## src/rtl/busrel_pkg.sv

```systemverilog
package busrel_pkg;

  // Default width of the precharge interval setting.
  localparam int unsigned BUSREL_TCP_W = 3;

  // Number of flops in the reset release chain.
  localparam int unsigned BUSREL_RST_STAGES = 2;

  // Strobe generator states.
  typedef enum logic [1:0] {
    STB_IDLE  = 2'd0,
    STB_PULSE = 2'd1,
    STB_HOLD  = 2'd2
  } stb_state_e;

endpackage

```

## src/rtl/busrel_rst_sync.sv

```systemverilog
module busrel_rst_sync #(
  parameter int unsigned STAGES = 2
) (
  input  logic clk,
  input  logic rst_n_i,
  output logic rst_n_o
);

  logic [STAGES-1:0] chain_q;
  logic [STAGES-1:0] chain_d;

  // Shift ones in after release; asserting is asynchronous.
  generate
    if (STAGES == 1) begin : g_one
      always_comb chain_d = 1'b1;
    end else begin : g_many
      always_comb chain_d = {chain_q[STAGES-2:0], 1'b1};
    end
  endgenerate

  always_ff @(posedge clk or negedge rst_n_i) begin
    if (!rst_n_i) begin
      chain_q <= '0;
    end else begin
      chain_q <= chain_d;
    end
  end

  assign rst_n_o = chain_q[STAGES-1];

endmodule

```

## src/rtl/busrel_req_edge.sv

```systemverilog
module busrel_req_edge (
  input  logic clk,
  input  logic rst_n,
  input  logic req_i,
  output logic rise_o
);

  logic req_q;

  // Previous sampled level of the request line.
  always_ff @(posedge clk or negedge rst_n) begin
    if (!rst_n) begin
      req_q <= 1'b0;
    end else begin
      req_q <= req_i;
    end
  end

  // A fresh request: high now, low at the previous edge.
  assign rise_o = req_i & ~req_q;

endmodule

```

## src/rtl/busrel_accept.sv

```systemverilog
module busrel_accept (
  input  logic clk,
  input  logic rst_n,
  input  logic rise_i,
  input  logic hold_i,
  output logic launch_o,
  output logic violate_o
);

  logic take_q, take_d;
  logic acc_q, acc_d;
  logic owed;
  logic live_rise;

  // A request is owed a strobe from its sampling until the strobe starts.
  assign owed      = take_q | acc_q;
  // Rises during a held strobe are dropped before anything else.
  assign live_rise = rise_i & ~hold_i;

  always_comb begin
    take_d    = live_rise & ~owed;
    acc_d     = take_q;
    violate_o = live_rise & owed;
  end

  always_ff @(posedge clk or negedge rst_n) begin
    if (!rst_n) begin
      take_q <= 1'b0;
      acc_q  <= 1'b0;
    end else begin
      take_q <= take_d;
      acc_q  <= acc_d;
    end
  end

  assign launch_o = acc_q;

endmodule

```

## src/rtl/busrel_strobe.sv

```systemverilog
module busrel_strobe
  import busrel_pkg::*;
#(
  parameter int unsigned TCP_W = BUSREL_TCP_W
) (
  input  logic             clk,
  input  logic             rst_n,
  input  logic             launch_i,
  input  logic             miss_i,
  input  logic [TCP_W-1:0] tcp_i,
  output logic             bavl_o,
  output logic             hold_o
);

  localparam logic [TCP_W-1:0] CNT_ONE = TCP_W'(1);

  stb_state_e       st_q, st_d;
  logic [TCP_W-1:0] cnt_q, cnt_d;
  logic             cnt_en;

  always_comb begin
    st_d  = st_q;
    cnt_d = cnt_q;
    if (launch_i) begin
      // Miss and interval are only looked at here.
      st_d  = miss_i ? STB_HOLD : STB_PULSE;
      cnt_d = miss_i ? tcp_i : '0;
    end else begin
      case (st_q)
        STB_PULSE: st_d = STB_IDLE;
        STB_HOLD: begin
          if (cnt_q == '0) begin
            st_d = STB_IDLE;
          end else begin
            cnt_d = cnt_q - CNT_ONE;
          end
        end
        default: st_d = st_q;
      endcase
    end
  end

  assign cnt_en = launch_i | (st_q == STB_HOLD);

  always_ff @(posedge clk or negedge rst_n) begin
    if (!rst_n) begin
      st_q  <= STB_IDLE;
      cnt_q <= '0;
    end else begin
      st_q <= st_d;
      if (cnt_en) begin
        cnt_q <= cnt_d;
      end
    end
  end

  assign bavl_o = (st_q != STB_IDLE);
  assign hold_o = (st_q == STB_HOLD);

endmodule

```

## src/rtl/busrel_viol.sv

```systemverilog
module busrel_viol (
  input  logic clk,
  input  logic rst_n,
  input  logic event_i,
  output logic flag_o
);

  logic flag_q;

  always_ff @(posedge clk or negedge rst_n) begin
    if (!rst_n) begin
      flag_q <= 1'b0;
    end else if (event_i) begin
      flag_q <= 1'b1;
    end
  end

  assign flag_o = flag_q;

endmodule

```

## src/rtl/busrel_hs.sv

```systemverilog
module busrel_hs
  import busrel_pkg::*;
#(
  parameter int unsigned TCP_W      = BUSREL_TCP_W,
  parameter int unsigned RST_STAGES = BUSREL_RST_STAGES
) (
  input  logic             clk,
  input  logic             rst_n,
  input  logic             req_i,
  input  logic             row_miss_i,
  input  logic [TCP_W-1:0] tcp_i,
  output logic             bavl_o,
  output logic             viol_o
);

  logic rst_n_s;
  logic rise;
  logic launch;
  logic violate;
  logic hold;

  busrel_rst_sync #(.STAGES(RST_STAGES)) u_rst (
    .clk     (clk),
    .rst_n_i (rst_n),
    .rst_n_o (rst_n_s)
  );

  busrel_req_edge u_edge (
    .clk    (clk),
    .rst_n  (rst_n_s),
    .req_i  (req_i),
    .rise_o (rise)
  );

  busrel_accept u_acc (
    .clk       (clk),
    .rst_n     (rst_n_s),
    .rise_i    (rise),
    .hold_i    (hold),
    .launch_o  (launch),
    .violate_o (violate)
  );

  busrel_strobe #(.TCP_W(TCP_W)) u_stb (
    .clk      (clk),
    .rst_n    (rst_n_s),
    .launch_i (launch),
    .miss_i   (row_miss_i),
    .tcp_i    (tcp_i),
    .bavl_o   (bavl_o),
    .hold_o   (hold)
  );

  busrel_viol u_viol (
    .clk     (clk),
    .rst_n   (rst_n_s),
    .event_i (violate),
    .flag_o  (viol_o)
  );

endmodule

```

## config.mk

```make
export PLATFORM = sky130hd
export DESIGN_NAME = busrel_hs
export DESIGN_NICKNAME = d
export VERILOG_FILES = /design/src/rtl/busrel_pkg.sv /design/src/rtl/busrel_rst_sync.sv /design/src/rtl/busrel_req_edge.sv /design/src/rtl/busrel_accept.sv /design/src/rtl/busrel_strobe.sv /design/src/rtl/busrel_viol.sv /design/src/rtl/busrel_hs.sv
export SDC_FILE = /design/constraint.sdc
export NUM_CORES = 1
export LEC_CHECK = 0
export BUFFER_PORTS_ARGS = -buffer_cell sky130_fd_sc_hd__buf_2
export CAP_MARGIN = 10
export CORE_AREA = 3 3 40 42
export DETAILED_ROUTE_END_ITERATION = 7
export DIE_AREA = 0 0 43 45
export GPL_ROUTABILITY_DRIVEN = 0
export MAX_ROUTING_LAYER = met4
export SLEW_MARGIN = 20
export SYNTH_ARGS = -nofsm -noshare
export SYNTH_HDL_FRONTEND = slang
export SYNTH_SLANG_ARGS = --single-unit
```

## constraint.sdc

```tcl
create_clock -name clk -period 0.9 [get_ports clk]
set_clock_uncertainty 0.2 [all_clocks]
set_input_delay 0.09 -clock clk [delete_from_list [all_inputs] [get_ports clk]]
set_output_delay 0.09 -clock clk [all_outputs]
set_load 0.02 [all_outputs]
```

==> impl_results.md <==
- Vias in the first global route: 417
- Adder-cell area share of the yosys netlist: 5.13%
- Power per cell area: 2840 nW/um2
- Worst hold slack across all endpoints: -135 ps
- Relative contribution of the clock network to total power: 15.3%
- Xor-xnor portion of the synthesized cell area: 0%
- Area of the core: 1280 um2
- Final Hold Fails: 16
- Commonest non-fill, non-tap cell in the layout: dfrtp_1
- Maximum level of the CTS H-tree: 1
- Chip height: 45 um
- Flop pwr share: 33.0%
- Wire length per cell: 11.2 um
- Final #Nets: 81
- First-pass GRT wire length: 1750 um
- CTS Buf Count: 3
- RSZ-0062 raised after global routing: true
- Part of the total power dissipated in combinational logic: 51.8%
- Most area-hungry cell type in the Yosys netlist: dfrtp_1
- Req. time, crit path: 910 ps
- # clock sinks: 11
- Fraction of the mapped netlist area in compound gates: 6.67%
- Number of top-level pins: 9
- Proportion of synthesized area in mux cells: 4.10%
- Failing checks: negative hold slack, negative setup slack
- Commonest non-fill, non-tap cells in the layout: dfrtp_1 (11), buf_6 (8), buf_4 (7), buf_2 (6), nand3_1 (5)
- Power Internal: 1.46 mW
- Biggest fanout along the worst timing path: 2
- Remaining antenna violation count: 0
- Count of different cell masters after synthesis: 18
- Final Setup Violations: 9
- Detailed placement HPWL: 711 um
- Chip Width: 43 um
- Post-layout minimum cycle time: 1490 ps
- I/O Buffers: 8
- Antenna violations before repair: 0
- Die outline area: 1940 um2
- VDD IR-drop max: 1.04 mV
- Area occupied by multi-input gates: 245 um2
- Antenna fix cells: 0
- Arrival time at the worst endpoint: 1490 ps
- Setup slack after layout: -587 ps
- Post-CTS clock slew at the launch and capture registers of the worst setup and hold paths: 70 ps
- Number of buffers on the longest clock path: 2
- Initial Util: 38.0%
- Max-slew violation total from the final report: 0
- DR pass1 iterations: 4
- Largest net degree at the start of global routing: 10
- CP startpoint kind: flop
- Clock latency on the worst-skew pair: 270 ps
- 1st-iter DRT viols: 3
- Fmax: 0.673 GHz
- Hold crit path type: input pin to flop
- Number of core rows: 13
- Total Power Consumption: 2.17 mW
- Largest family of logic cells by synthesized area: simple AND/OR/NAND/NOR gates
- Vias: 409
- Status: finished with violations
- Aggregate global routing overflow: 0
- TritonCTS clock tree: done
- Clock tree root driver cell: clkbuf_4
- Count of warnings emitted by yosys: 0
- Net Sw Frac: 32.8%
- Sequential share of the synthesized area: 56.4%
- Netlist area before placement: 488 um2
- Synth Area in Simple Gates: 24.6%
- FF+latch count, synth: 11
- Start-to-end type of the worst setup path: flop to flop
- Total nets after synthesis: 54
- Remaining DRCs: 0
- Leakage Power: 0.361 nW
- Proportion of netlist area held by the largest area contributor: 56.4%
- Overall Global Routing Usage: 13.2%
- Type of destination of the critical path: flop
- Area occupied by registers: 275 um2
- Number of vias per cell: 4.76
- Most area-consuming cells after synthesis: dfrtp_1 (56%), ha_1 (5.1%), nand3_1 (5.1%)
- Mean area per synthesized cell: 10.8 um2
- Post-Syn Instances: 45
- Overall routed net length: 967 um
- Hold-fix buffer count after cts: 2
- Fill cell instance count of the final layout: 109
- Area growth from synthesis to layout: 56.9%
- Net Switching: 0.713 mW
- Fin crit share: 165%
- Share of layout cells above drive strength 1: 46.5%
- Count of max-cap constraint violations: 0
==> synth_stat cells <==
master    instances
or2_2             1
inv_1             2
or4_1             2
nand2b_1          1
dfrtp_1          11
nor2b_1           3
clkbuf_1          1
mux2i_1           2
nand3b_1          2
o21ai_0           5
nand2b_4          1
nand3_1           5
o21bai_1          1
nor3_1            1
nand2_1           2
nor2_1            2
conb_1            1
ha_1              2
==> flip-flops by register name, summed over array words and instances, names as in the netlist <==
register	cells
u_acc.acc_d	1
u_acc.launch_o	1
u_edge.req_q	1
u_rst.chain_q	2
u_stb.cnt_q	3
u_stb.st_q	2
u_viol.flag_o	1
==> cell families (layout without fill, tap and decap cells) <==
logic type,after synthesis,in the layout
buf+inv,3,29
fa+ha+maj,2,2
simple gates,20,20
compound gates,6,6
other cells,1,1
flops,11,11
mux,2,2
==> area by class of cell <==
type                       count  share of cell area, %
inverter                       2                  0.980
sequential                    11                   35.9
tap                           15                   2.45
multi-input combinational     31                   32.0
timing repair buffer          23                   25.2
clock buffer                   4                   3.43
==> per-stage QoR <==
stage | setup WS, ps | TNS, ps | area (um2) | utilization [%] | std cells
2_1_floorplan | -510 | -1880 | 507 | - | 45
3_3_place_gp | -552 | -2720 | 633 | 49.3 | 77
3_5_place_dp | -565 | -2900 | 633 | 49.3 | 77
4_1_cts | -583 | -3700 | 754 | 58.7 | 86
5_1_grt | -612 | -3890 | 766 | 59.6 | 86
6_report | -587 | -3390 | 766 | 59.6 | 86
==> routing by layer <==
metal / global-route usage [%] / routed length, um / up-vias
li1: - / - / 206
met2: 21.9 / 517 / 9
met1: 14.1 / 394 / 192
met5: - / 0 / -
met4: 9.04 / 5 / 0
met3: 2.79 / 50 / 2
==> worst paths after layout <==
kind | endpoint | slack, ps | startpoint | depth (start not counted)
min reg2reg | u_viol.flag_o | -50 | u_rst.chain_q[1] | 0
max in group asynchronous | u_stb.cnt_q[2] | 280 | u_rst.chain_q[1] | 0
max reg2reg | u_stb.cnt_q[1] | -590 | u_stb.cnt_q[1] | 4
min in group asynchronous | u_rst.chain_q[0] | -70 | rst_n | 2
max | u_stb.cnt_q[1] | -590 | u_stb.cnt_q[1] | 4
min | u_stb.cnt_q[0] | -130 | tcp_i[0] | 3
==> timing repair <==
item	CTS	global route
setup endpoints to repair	9	9
gates cloned	0	0
setup buffers	3	2
endpoints found under the hold margin	19	16
pin swaps	3	2
gates resized for setup	15	5
==> worst max-delay path, stage by stage, from the launching register on <==
cell,delay [ps]
dfrtp_1,390
inv_2,90
ha_4,190
or4_1,470
nand3_1,80
==> power by group through the flow <==
stage          clock [mW]  sequential, mW  combinational (mW)
2_1_floorplan           0           0.729               0.458
3_3_place_gp            0           0.705               0.836
3_5_place_dp            0           0.715               0.856
4_1_cts             0.345           0.704                1.12
5_1_grt             0.365           0.735                1.25
6_report            0.332           0.717                1.13
Power figures use the tool's default switching activity.
